[config.mk]
export PLATFORM = sky130hd
export DESIGN_NAME = alu_cc_unit
export DESIGN_NICKNAME = d
export VERILOG_FILES = /design/src/rtl/alu_cc_pkg.sv /design/src/rtl/alu_cc_adder.sv /design/src/rtl/alu_cc_core.sv /design/src/rtl/alu_cc_flagreg.sv /design/src/rtl/alu_cc_unit.sv
export SDC_FILE = /design/constraint.sdc
export NUM_CORES = 1
export LEC_CHECK = 0
export ABC_AREA = 1
export ABC_CLOCK_PERIOD_IN_PS = 9350
export CORE_MARGIN = 2
export CORE_UTILIZATION = 46
export DETAILED_ROUTE_END_ITERATION = 16
export PLACE_DENSITY_LB_ADDON = 0.1
export SETUP_SLACK_MARGIN = 0.2
export SLEW_MARGIN = 20
export SYNTH_ARGS = -nofsm -noshare
export SYNTH_HDL_FRONTEND = slang
export SYNTH_SLANG_ARGS = --single-unit
[constraint.sdc]
create_clock -name clk -period 9.35 [get_ports clk]
set_input_delay 1.4025 -clock clk [delete_from_list [all_inputs] [get_ports clk]]
set_output_delay 1.4025 -clock clk [all_outputs]
set_load 0.01 [all_outputs]
[src/rtl/alu_cc_pkg.sv]
package alu_cc_pkg;

    localparam int WORD_W = 16;
    localparam int BYTE_W = 8;
    localparam int NFLAG  = 4;

    typedef enum logic [3:0] {
        OP_ADD  = 4'd0,
        OP_SUB  = 4'd1,
        OP_CMP  = 4'd2,
        OP_INC  = 4'd3,
        OP_DEC  = 4'd4,
        OP_SBC  = 4'd5,
        OP_COM  = 4'd6,
        OP_SWAB = 4'd7,
        OP_MOVB = 4'd8,
        OP_ASRB = 4'd9
    } alu_op_e;

    typedef struct packed {
        logic n;
        logic z;
        logic v;
        logic c;
    } cc_t;

    // True for the operations that run through the adder
    function automatic logic is_arith(alu_op_e op);
        return op inside {OP_ADD, OP_SUB, OP_CMP, OP_INC, OP_DEC, OP_SBC};
    endfunction

    // True for operations that honour the byte/word select
    function automatic logic is_sized(alu_op_e op);
        return is_arith(op) || (op == OP_COM);
    endfunction

    // Which flags an operation writes
    function automatic cc_t update_mask(logic [3:0] code);
        cc_t m;
        m = '{n: 1'b1, z: 1'b1, v: 1'b1, c: 1'b1};
        if (code > 4'd9) begin
            m = '0;
        end else if (alu_op_e'(code) inside {OP_INC, OP_DEC, OP_MOVB}) begin
            m.c = 1'b0;
        end
        return m;
    endfunction

endpackage

[src/rtl/alu_cc_adder.sv]
module alu_cc_adder #(
    parameter int W = 16
) (
    input  logic [W-1:0] a_i,
    input  logic [W-1:0] b_i,
    input  logic         cin_i,
    output logic [W-1:0] sum_o,
    output logic         cout_o,
    output logic         ovf_o
);
    logic [W:0] full;

    always_comb begin
        full   = {1'b0, a_i} + {1'b0, b_i} + {{W{1'b0}}, cin_i};
        sum_o  = full[W-1:0];
        cout_o = full[W];
        // Same-signed inputs giving a differently signed sum
        ovf_o  = (a_i[W-1] == b_i[W-1]) && (full[W-1] != a_i[W-1]);
    end
endmodule

[src/rtl/alu_cc_core.sv]
module alu_cc_core
    import alu_cc_pkg::*;
#(
    parameter int W  = WORD_W,
    parameter int BW = BYTE_W
) (
    input  logic [3:0]   op_i,
    input  logic         byte_i,
    input  logic [W-1:0] src_i,
    input  logic [W-1:0] dst_i,
    input  cc_t          cur_i,
    output logic [W-1:0] res_o,
    output logic         wr_o,
    output cc_t          nxt_o,
    output cc_t          upd_o
);
    localparam int HI = W - BW;

    alu_op_e       op;
    logic [W-1:0]  opa, opb;
    logic          cin;
    logic [W-1:0]  sum_w;
    logic          cout_w, ovf_w;
    logic [BW-1:0] sum_b;
    logic          cout_b, ovf_b;

    assign op = alu_op_e'(op_i);

    // Operand steering: every arithmetic op is a + b + cin
    always_comb begin
        opa = dst_i;
        opb = '0;
        cin = 1'b0;
        case (op)
            OP_ADD: opb = src_i;
            OP_SUB: begin opb = ~src_i; cin = 1'b1; end
            OP_CMP: begin opa = src_i; opb = ~dst_i; cin = 1'b1; end
            OP_INC: cin = 1'b1;
            OP_DEC: opb = '1;
            OP_SBC: opb = {W{cur_i.c}};
            default: ;
        endcase
    end

    alu_cc_adder #(.W(W)) u_add_word (
        .a_i(opa), .b_i(opb), .cin_i(cin),
        .sum_o(sum_w), .cout_o(cout_w), .ovf_o(ovf_w)
    );

    alu_cc_adder #(.W(BW)) u_add_byte (
        .a_i(opa[BW-1:0]), .b_i(opb[BW-1:0]), .cin_i(cin),
        .sum_o(sum_b), .cout_o(cout_b), .ovf_o(ovf_b)
    );

    logic narrow;
    logic carry, ovf;

    always_comb begin
        narrow = byte_i && is_sized(op);
        carry  = byte_i ? cout_b : cout_w;
        ovf    = byte_i ? ovf_b  : ovf_w;
        res_o  = byte_i ? {dst_i[W-1:BW], sum_b} : sum_w;
        wr_o   = 1'b1;
        nxt_o  = cur_i;
        nxt_o.v = ovf;
        nxt_o.c = carry;
        upd_o  = update_mask(op_i);
        case (op)
            OP_SUB: nxt_o.c = ~carry;
            OP_CMP: begin nxt_o.c = ~carry; wr_o = 1'b0; end
            OP_SBC: nxt_o.c = cur_i.c & ~carry;
            OP_COM: begin
                res_o = byte_i ? {dst_i[W-1:BW], ~dst_i[BW-1:0]} : ~dst_i;
                nxt_o.v = 1'b0;
                nxt_o.c = 1'b1;
            end
            OP_SWAB: begin
                narrow  = 1'b1;
                res_o   = {dst_i[BW-1:0], dst_i[W-1:BW]};
                nxt_o.v = 1'b0;
                nxt_o.c = 1'b0;
            end
            OP_MOVB: begin
                narrow  = 1'b1;
                res_o   = {{HI{src_i[BW-1]}}, src_i[BW-1:0]};
                nxt_o.v = 1'b0;
                nxt_o.c = cur_i.c;
            end
            OP_ASRB: begin
                narrow  = 1'b1;
                res_o   = {dst_i[W-1:BW], dst_i[BW-1], dst_i[BW-1:1]};
                nxt_o.c = dst_i[0];
                nxt_o.v = dst_i[BW-1] ^ dst_i[0];
            end
            OP_ADD, OP_INC, OP_DEC: ;
            default: begin
                res_o = dst_i;
                wr_o  = 1'b0;
                nxt_o = cur_i;
            end
        endcase
        nxt_o.n = narrow ? res_o[BW-1] : res_o[W-1];
        nxt_o.z = narrow ? (res_o[BW-1:0] == '0) : (res_o == '0);
    end
endmodule

[src/rtl/alu_cc_flagreg.sv]
module alu_cc_flagreg #(
    parameter int N = 4
) (
    input  logic         clk,
    input  logic         rst,
    input  logic         valid_i,
    input  logic [N-1:0] upd_i,
    input  logic [N-1:0] nxt_i,
    output logic [N-1:0] q_o
);
    for (genvar i = 0; i < N; i++) begin : g_bit
        always_ff @(posedge clk) begin
            if (rst) begin
                q_o[i] <= 1'b0;
            end else if (valid_i && upd_i[i]) begin
                q_o[i] <= nxt_i[i];
            end
        end

        // a flag without an enabled update holds
        assert_flag_hold_R11: assert property (@(posedge clk) disable iff (rst)
            !(valid_i && upd_i[i]) |=> q_o[i] == $past(q_o[i]));
    end
endmodule

[src/rtl/alu_cc_unit.sv]
module alu_cc_unit
    import alu_cc_pkg::*;
#(
    parameter int W  = WORD_W,
    parameter int BW = BYTE_W
) (
    input  logic         clk,
    input  logic         rst,
    input  logic         valid_i,
    input  logic [3:0]   op_i,
    input  logic         byte_i,
    input  logic [W-1:0] src_i,
    input  logic [W-1:0] dst_i,
    output logic [W-1:0] result_o,
    output logic         write_o,
    output logic [3:0]   flag_upd_o,
    output logic [3:0]   flags_o
);
    localparam int HI = W - BW;

    cc_t cur, nxt, upd;

    assign cur        = cc_t'(flags_o);
    assign flag_upd_o = upd;

    alu_cc_core #(.W(W), .BW(BW)) u_core (
        .op_i(op_i), .byte_i(byte_i), .src_i(src_i), .dst_i(dst_i),
        .cur_i(cur), .res_o(result_o), .wr_o(write_o),
        .nxt_o(nxt), .upd_o(upd)
    );

    alu_cc_flagreg #(.N(NFLAG)) u_flags (
        .clk(clk), .rst(rst), .valid_i(valid_i),
        .upd_i(upd), .nxt_i(nxt), .q_o(flags_o)
    );

    assert_cmp_no_write_R3: assert property (@(posedge clk) disable iff (rst)
        op_i == OP_CMP |-> !write_o);

    assert_carry_kept_R4: assert property (@(posedge clk) disable iff (rst)
        valid_i && (op_i == OP_INC || op_i == OP_DEC) |=> flags_o[0] == $past(flags_o[0]));

    assert_word_zero_R1: assert property (@(posedge clk) disable iff (rst)
        valid_i && !byte_i && (op_i == OP_ADD || op_i == OP_SUB || op_i == OP_INC || op_i == OP_DEC)
        |=> flags_o[2] == ($past(result_o) == '0));

    assert_movb_sext_R8: assert property (@(posedge clk) disable iff (rst)
        op_i == OP_MOVB |-> result_o[W-1:BW] == {HI{result_o[BW-1]}});

    assert_hi_byte_kept_R10: assert property (@(posedge clk) disable iff (rst)
        byte_i && op_i <= OP_COM |-> result_o[W-1:BW] == dst_i[W-1:BW]);

    assert_unused_idle_R12: assert property (@(posedge clk) disable iff (rst)
        op_i > OP_ASRB |-> !write_o && flag_upd_o == 4'b0000);
endmodule

==> results of run 1 <==
[cell type report]
type                    count  area, um2  share of cell area [%]
multi-input cells         428       2170                    63.3
flip-flops and latches      4       80.1                    2.34
clock buffers               3       41.3                    1.21
repair buffers             65        648                    18.9
inverters                 105        394                    11.5
well taps                  75       93.8                    2.74
[layer usage]
layer / vias up / global-route usage, % / wire [um]
met3: 17 / 4.73 / 951
li1: 1900 / - / -
met4: 0 / 7.29 / 203
met5: - / 0 / 0
met1: 1689 / 39.9 / 4370
met2: 186 / 51.4 / 4680
[path summary, 6_finish.rpt]
kind	startpoint	to	slack [ps]	depth (start not counted)
setup / recovery	op_i[1]	result_o[8]	2520	21
hold / removal	u_flags.q_o[3]	u_flags.q_o[3]	460	2
hold reg to reg	u_flags.q_o[3]	u_flags.q_o[3]	460	2
setup reg to reg	u_flags.q_o[0]	u_flags.q_o[2]	5870	19
[power breakdown]
part           internal [mW]  leakage, nW  switching, mW
logic                 0.0841         1.78          0.123
registers             0.0183       0.0328       0.000516
clock network         0.0276       0.0216         0.0104
[logic make-up (layout without fill, tap and decap cells)]
group | Yosys count | after routing | synth area share (%)
AND/OR/NAND/NOR | 304 | 304 | 46.7
adder cells (fa/ha/maj) | 17 | 17 | 8.26
flip-flops | 4 | 4 | 2.91
buffers and inverters | 124 | 173 | 18.5
XOR/XNOR | 1 | 1 | 0.318
AO/OA/AOI/OAI | 106 | 106 | 23.3
[worst min-delay path, delay by kind of cell (launching register included)]
kind               cells  cell delay (ps)
AOI/OAI and AO/OA      1               60
DFF                    1              300
and+or+nand+nor        1               60
[cells in the final DEF (no fill, tap or decap), types with 2 or more instances in the layout]
cell type / netlist / layout
nand2_4: 2 / 2
o21ai_1: 8 / 8
dfxtp_1: 4 / 4
nand2_2: 2 / 2
clkdlybuf4s50_1: 0 / 64
nand2_1: 152 / 152
inv_2: 5 / 5
o22ai_1: 11 / 11
nor4_1: 8 / 8
o21ai_0: 13 / 13
a21oi_1: 46 / 46
fa_1: 2 / 2
o2111ai_1: 3 / 3
clkbuf_8: 0 / 3
a31oi_1: 2 / 2
o21ai_2: 2 / 2
nor3_1: 12 / 12
nor2_2: 7 / 7
a21oi_2: 3 / 3
nand4_1: 3 / 3
nand3_1: 33 / 33
o221ai_1: 16 / 16
or2_2: 5 / 5
nor2_1: 77 / 77
ha_1: 15 / 15
inv_1: 100 / 100
[metrics by stage]
stage	power (mW)	hold WS (ps)
floorplan	0.143	481
global placement	0.218	457
detailed placement	0.221	465
CTS	0.260	470
global route	0.286	490
finish	0.264	463
==> qor.txt, run 1 <==
Global route overflow: 0
Measured slew at the worst slew-check pin: 705 ps
Critical path class: in2out
Hold buffer count at cts: 0
Dominant synthesized flop cell: dfxtp_1
Setup bufs post-CTS: 0
Area share of the largest cell type after synthesis: 20.7%
TritonCTS clock tree: done
Status: complete, no violations
Startpoint types: primary input
Largest regs: u_flags.q_o: 4 flops
Largest register by flop count: u_flags.q_o
Max Slew Vio Count: 0
Min setup slack post-route: 2520 ps
Cell mode on critical path: nand2_1
Total GRT Usage: 30.3%
Floorplan core area: 5850 um2
Fin cells: 680
#FFs+latches synth: 4
Average cell area after synthesis: 4.96 um2
Fin. Hold Viols: 0
Clock Tree Buf Depth: 2
Post-synth EDFFs: 0
Root Buffer: clkbuf_8
Count leader, synth: nand2_1
Global-route wire length before repair: 15700 um
Die H: 81.4 um
Worst-path maximum fanout: 16
Clk sinks: 4
Register area share after synthesis: 2.91%
Critical path data required time: 7950 ps
Fmax: 147 MHz
Drt total wl: 10200 um
I/O Pins: 65
Initial DRC count: 409
Vias in the first global route: 3367
Initial Util: 47.1%
# rows: 28
Final setup fails: 0
Overall die width: 81.4 um
P per Cell Area: 77.1 nW/um2
CP cell instances: clkdlybuf4s50_1 -> nor2_2 -> inv_1 -> nor2_2 -> a21oi_1 -> o221ai_1 -> fa_1 -> inv_1 -> fa_1 -> inv_1 -> nand3_1 -> nand3_1 -> nand2_1 -> nand2_1 -> nand2_1 -> nand3_1 -> nand2_1 -> nand4_1 -> nand2_1 -> inv_1 -> clkdlybuf4s50_1
CTS H-tree lvls: 1
Worst min path class: reg2reg
Avg WL per Cell: 15.0 um
CP max stage delay: 570 ps
Share of cells above drive strength 1: 5.29%
Placed insts: 677
GP Congestion: 0.971
Die area: 6630 um2
ANT cells: 0
Synth warnings: 0
Arrival @ worst endpoint: 5420 ps
Synth area leaders: nand2_1 (21%), inv_1 (14%), nor2_1 (10%), a21oi_1 (8.4%), ha_1 (6.8%)
Via density: 5.58
Commonest cells in the netlist: nand2_1 (152), inv_1 (100), nor2_1 (77)
MaxCap Viol Count: 0
Tmin final: 6830 ps
Detail Route Antenna Nets: 0
Leak: 1.84 nW
Via count: 3792
DRC viols: 0
Initial antenna violation count: 0
Dpl cell area: 3380 um2
Unrepaired setup endpoints after global routing: false
CTS resizes: 0
# nets final: 664
Max FFs per register: 4
Reg clk slew, reported paths: 30 ps
Relative slew slack: 52.9%
Clock skew: 2.61 ps
DPL Wire Length: 7970 um
Finished Core Util: 58.5%
Crit path buffers/inverters: 6
Delay-heaviest family, CP: simple AND/OR/NAND/NOR gates
FFs w/ async S/R, synth: 0%
Final instance area: 3420 um2
Setup tns final: 0 ps
Buffers on Ports: 64
Mapped Cells: 556
Crit path max-delay cell type: clkdlybuf4s50_1
CTS Buf Count: 3
Area Growth Syn to Fin: 24.2%
Clock latency on the worst-skew pair: 220 ps
Largest net degree at the start of global routing: 49
Cell Area, Synth: 2760 um2
Final worst-path cycle share: 73.0%
DP Worst Slack: 2620 ps
Crit end category: primary output
Final-layout fill cell count: 618
Mapped Nets: 613
First drt pass iteration count: 6
Yosys cell types: 36
Maximum VDD drop: 66.0 uV
Area leader, netlist: nand2_1
Power figures use the tool's default switching activity.
==> inputs of run 2 (changes only) <==
--- a/config.mk
+++ b/config.mk
@@ -6,7 +6,7 @@
 export NUM_CORES = 1
 export LEC_CHECK = 0
 export ABC_AREA = 1
-export ABC_CLOCK_PERIOD_IN_PS = 9350
+export ABC_CLOCK_PERIOD_IN_PS = 6800
 export CORE_MARGIN = 2
 export CORE_UTILIZATION = 46
 export DETAILED_ROUTE_END_ITERATION = 16
==> constraint.sdc (replaced) <==
create_clock -name clk -period 6.8 [get_ports clk]
set_input_delay 1.02 -clock clk [delete_from_list [all_inputs] [get_ports clk]]
set_output_delay 1.02 -clock clk [all_outputs]
set_load 0.01 [all_outputs]
==> run 2 against run 1 <==
Net effect:
- clock skew down 0.86 ps
- first-iteration DRC count is 22% higher
- power rose by 36%
- via count fell by 1.1%
- critical path type unchanged
- largest power group unchanged
==> qor.txt, run 2 (same netlist as run 1, synthesis figures left out) <==
DRC viols: 0
Met1 wire length: 4350 um
Relative slew slack: 55.2%
I/O Pins: 65
Uppermost layer routed: met4
CP max stage delay: 630 ps
MaxCap Viol Count: 0
Clock skew: 1.74 ps
Clock power frac: 13.9%
Worst R2R Path Depth: 19
Global-route wire length before repair: 16200 um
CTS H-tree lvls: 1
Tmin final: 5970 ps
Clock latency on the worst-skew pair: 220 ps
Dpl cell area: 3390 um2
Initial antenna violation count: 0
DP Worst Slack: 892 ps
Met2 wire length: 4600 um
Measured slew at the worst slew-check pin: 671 ps
Final instance area: 3430 um2
TritonCTS clock tree: done
Cell mode on critical path: nand2_1
Critical path class: in2out
Status: complete, no violations
Max Slew Vio Count: 0
Fmax: 167 MHz
Max FFs per register: 4
Switching power total: 180 uW
Setup bufs post-CTS: 0
P per Cell Area: 105 nW/um2
Hold buffer count at cts: 0
Power Total: 359 uW
R2R setup slack: 3350 ps
CTS resizes: 0
Clock Tree Buf Depth: 2
Placed insts: 678
Largest net degree at the start of global routing: 34
Maximum VDD drop: 86.3 uV
Share of cells above drive strength 1: 5.45%
Crit path max-delay cell type: clkdlybuf4s50_1
Arrival @ worst endpoint: 4950 ps
Reg power frac: 7.2%
Hold Crit Depth: 2
Largest regs: u_flags.q_o: 4 flops
Overall die width: 81.4 um
Fin cells: 681
Min setup slack post-route: 825 ps
Die H: 81.4 um
Root Buffer: clkbuf_8
Worst Setup EP: result_o[15]
Worst-path maximum fanout: 33
Critical R2R Launch: u_flags.q_o[0]
Final worst-path cycle share: 87.9%
Global route overflow: 0
ANT cells: 0
Floorplan core area: 5850 um2
DPL Wire Length: 8080 um
R2R Path End: u_flags.q_o[0]
Area Growth Syn to Fin: 24.5%
Hold slack: 467 ps
Most frequent cells in the layout: nand2_1 (152), inv_1 (100), nor2_1 (77), clkdlybuf4s50_1 (64), a21oi_1 (46)
Commonest non-fill, non-tap cell in the layout: nand2_1
Critical path data required time: 5780 ps
Largest register by flop count: u_flags.q_o
GP Congestion: 0.950
Setup tns final: 0 ps
Crit path buffers/inverters: 6
# nets final: 665
Initial DRC count: 501
Clk sinks: 4
CP cell instances: clkdlybuf4s50_1 -> inv_2 -> nor2_1 -> nand2_1 -> buf_4 -> o221ai_1 -> ha_1 -> nand2_1 -> inv_1 -> nand2_1 -> nand2_1 -> a21oi_1 -> nand2_1 -> nand2_1 -> nand3_1 -> nand2_1 -> nand2_1 -> nand2_1 -> inv_1 -> clkdlybuf4s50_1
Finished Core Util: 58.6%
Buffers on Ports: 64
Startpoint types: primary input
CTS Buf Count: 3
Final setup fails: 0
Delay-heaviest family, CP: buffers and inverters
Die area: 6630 um2
CP Launch Point: op_i[1]
Int Power: 178 uW
Detail Route Antenna Nets: 0
Initial Util: 47.1%
First drt pass iteration count: 5
Worst path depth: 20
Leak: 1.84 nW
Via density: 5.51
Via count: 3752
Sw frac: 50.3%
Logic gate share of total power: 78.9%
# rows: 28
Unrepaired setup endpoints after global routing: false
Total GRT Usage: 31.0%
Avg WL per Cell: 14.9 um
Fin. Hold Viols: 0
Drt total wl: 10200 um
Reg clk slew, reported paths: 30 ps
Crit end category: primary output
Metal3 WL: 1010 um
Vias in the first global route: 3405
Worst min path class: reg2reg
run 2: changes by cell type in the layout (fill, tap and decap cells not counted), sizes merged:
cell	change
buf	+1
run 2: power by group through the flow:
| stage | Combinational, mW | Clock (mW) | Sequential, mW |
|---|---|---|---|
| finish | 0.283 | 0.0499 | 0.0259 |
| global route | 0.314 | 0.0520 | 0.0259 |
| CTS | 0.278 | 0.0493 | 0.0259 |
| detailed placement | 0.277 | 0 | 0.0262 |
| global placement | 0.274 | 0 | 0.0262 |
| floorplan | 0.170 | 0 | 0.0268 |
run 2: how the worst min path moves through the flow:
stage,end,startpoint
final,u_flags.q_o[3],u_flags.q_o[3]
after global routing,u_flags.q_o[3],u_flags.q_o[3]
after CTS,u_flags.q_o[3],u_flags.q_o[3]
after detailed placement,u_flags.q_o[3],u_flags.q_o[3]
after global placement,u_flags.q_o[3],u_flags.q_o[3]
after floorplan,u_flags.q_o[3],u_flags.q_o[3]
run 2: routing by layer:
layer  up-vias  track usage, %
met1      1630            42.5
met5         -               0
met3        27            2.64
met4         0            7.46
li1       1900               -
met2       195            52.3
run 2: cell type report:
class                           instances  area [um2]
Inverter                              105         394
Timing Repair Buffer                   66         656
Fill cell                             608        2420
Multi-Input combinational cell        428        2170
Tap cell                               75        93.8
Sequential cell                         4        80.1
Clock buffer                            3        41.3
run 2: tightest hold or removal path: stages (launching register included):
cell and delay (ps):
dfxtp_1 300, nand2_1 60, a21oi_1 60
==> inputs of run 3 (changes only) <==
--- a/config.mk
+++ b/config.mk
@@ -6,10 +6,11 @@
 export NUM_CORES = 1
 export LEC_CHECK = 0
 export ABC_AREA = 1
-export ABC_CLOCK_PERIOD_IN_PS = 6800
+export ABC_CLOCK_PERIOD_IN_PS = 7090
 export CORE_MARGIN = 2
 export CORE_UTILIZATION = 46
 export DETAILED_ROUTE_END_ITERATION = 16
+export HOLD_SLACK_MARGIN = 0.15
 export PLACE_DENSITY_LB_ADDON = 0.1
 export SETUP_SLACK_MARGIN = 0.2
 export SLEW_MARGIN = 20
==> constraint.sdc (replaced) <==
create_clock -name clk -period 7.09 [get_ports clk]
set_input_delay 1.0635 -clock clk [delete_from_list [all_inputs] [get_ports clk]]
set_output_delay 1.0635 -clock clk [all_outputs]
set_load 0.01 [all_outputs]
==> run 3 against run 2 <==
Net effect:
- hold slack worse by 6.9 ps
- wire length increased by 1.3%
- power shrank 3.3%
- setup slack gained 120 ps
- sequential cell count stayed put
- combinational power fell by 4%
- via count rose by 2.1%
- sequential power decreased by 4%
==> qor.txt, run 3 (same netlist as run 1, synthesis figures left out) <==
Global-route wire length before repair: 16500 um
Initial Util: 47.1%
Buffers on Ports: 64
Hold Crit Depth: 2
# rows: 28
CTS resizes: 0
Dpl cell area: 3380 um2
Final-layout fill cell count: 599
P per Cell Area: 101 nW/um2
Worst-path maximum fanout: 16
Largest net degree at the start of global routing: 34
Arrival @ worst endpoint: 5080 ps
Clk sinks: 4
Min setup slack post-route: 945 ps
Tmin final: 6140 ps
Hold buffer count at cts: 0
Clock Tree Buf Depth: 2
Clock skew: 0.423 ps
Commonest non-fill, non-tap cell in the layout: nand2_1
Critical R2R Launch: u_flags.q_o[0]
Startpoint types: primary input
Fmax: 163 MHz
Floorplan core area: 5850 um2
R2R setup slack: 3570 ps
Max Slew Vio Count: 0
Hold slack: 460 ps
Detail Route Antenna Nets: 0
Via count: 3830
Sw frac: 50.6%
Int Power: 171 uW
Final instance area: 3420 um2
Critical hold path startpoint: u_flags.q_o[3]
Final setup fails: 0
Power Total: 347 uW
Logic gate share of total power: 78.6%
CTS H-tree lvls: 1
Die H: 81.4 um
Clock power frac: 14.3%
R2R Path End: u_flags.q_o[2]
Final worst-path cycle share: 86.7%
Max FFs per register: 4
First drt pass iteration count: 6
Drt total wl: 10300 um
Hold Path End: u_flags.q_o[3]
Root Buffer: clkbuf_8
Setup bufs post-CTS: 0
Overall die width: 81.4 um
Worst R2R Path Depth: 19
Leak: 1.84 nW
Initial antenna violation count: 0
Via density: 5.63
Crit end category: primary output
Status: complete, no violations
Relative slew slack: 54.3%
Unrepaired setup endpoints after global routing: false
DRC viols: 0
DPL Wire Length: 8140 um
GP Congestion: 0.947
# nets final: 664
Avg WL per Cell: 15.2 um
Share of cells above drive strength 1: 5.29%
Worst min path class: reg2reg
ANT cells: 0
Fin. Hold Viols: 0
I/O Pins: 65
Total GRT Usage: 31.6%
CTS Buf Count: 3
Largest regs: u_flags.q_o: 4 flops
Maximum VDD drop: 85.7 uV
Switching power total: 176 uW
Most frequent cells in the layout: nand2_1 (152), inv_1 (100), nor2_1 (77), clkdlybuf4s50_1 (64), a21oi_1 (46)
Vias in the first global route: 3470
Global route overflow: 0
Initial DRC count: 370
Reg power frac: 7.2%
DP Worst Slack: 997 ps
Clock latency on the worst-skew pair: 220 ps
Critical path class: in2out
Measured slew at the worst slew-check pin: 684 ps
Critical path data required time: 6030 ps
Reg clk slew, reported paths: 30 ps
MaxCap Viol Count: 0
Setup tns final: 0 ps
Area Growth Syn to Fin: 24.2%
TritonCTS clock tree: done
Die area: 6630 um2
Largest register by flop count: u_flags.q_o
==> run 3: area by class of cell <==
cell class | count | area, um2 | area share [%]
well taps | 75 | 93.8 | 2.74
flip-flops and latches | 4 | 80.1 | 2.34
clock buffers | 3 | 41.3 | 1.21
inverters | 105 | 394 | 11.5
repair buffers | 65 | 648 | 18.9
multi-input cells | 428 | 2170 | 63.3
==> run 3: metrics by stage <==
step	instances	utilization (%)
2_1_floorplan	556	-
3_3_place_gp	677	57.8
3_5_place_dp	677	57.8
4_1_cts	680	58.5
5_1_grt	680	58.5
6_report	680	58.5
==> run 3: worst max path at each step <==
stage | end | slack [ps] | start
3_3_place_gp | result_o[12] | 1170 | op_i[2]
4_1_cts | result_o[12] | 990 | op_i[1]
6_report | result_o[10] | 950 | op_i[1]
5_1_grt | result_o[10] | 560 | op_i[1]
2_1_floorplan | result_o[12] | 2520 | op_i[1]
3_5_place_dp | result_o[12] | 1000 | op_i[1]
==> run 3: power groups by stage <==
stage | clock network (mW) | logic, mW | registers (mW)
floorplan | 0 | 0.163 | 0.0257
global placement | 0 | 0.263 | 0.0251
detailed placement | 0 | 0.266 | 0.0251
CTS | 0.0500 | 0.267 | 0.0248
global route | 0.0512 | 0.303 | 0.0248
finish | 0.0496 | 0.272 | 0.0248
==> run 3: layer usage <==
metal  track usage [%]  vias up  share of wire, %
met3              3.30       15               9.4
met4              8.64        0               1.5
met1              44.0     1715                43
met5                 0        -                 0
met2              51.5      207                46
li1                  -     1893                 -
==> run 3: critical path, stage by stage <==
cell and delay (ps):
clkdlybuf4s50_1 560, nor2_2 280, inv_1 120, nor2_1 160, nor2_1 70, inv_1 400
a21oi_1 80, o221ai_1 130, fa_1 290, inv_1 70, fa_1 370, inv_1 120
nand2_1 70, nand3_1 170, nand2_1 110, nand2_1 70, nand2_1 40, nand3_1 130
nand2_1 70, nand2_1 60, nand2_1 60, inv_1 50, clkdlybuf4s50_1 520
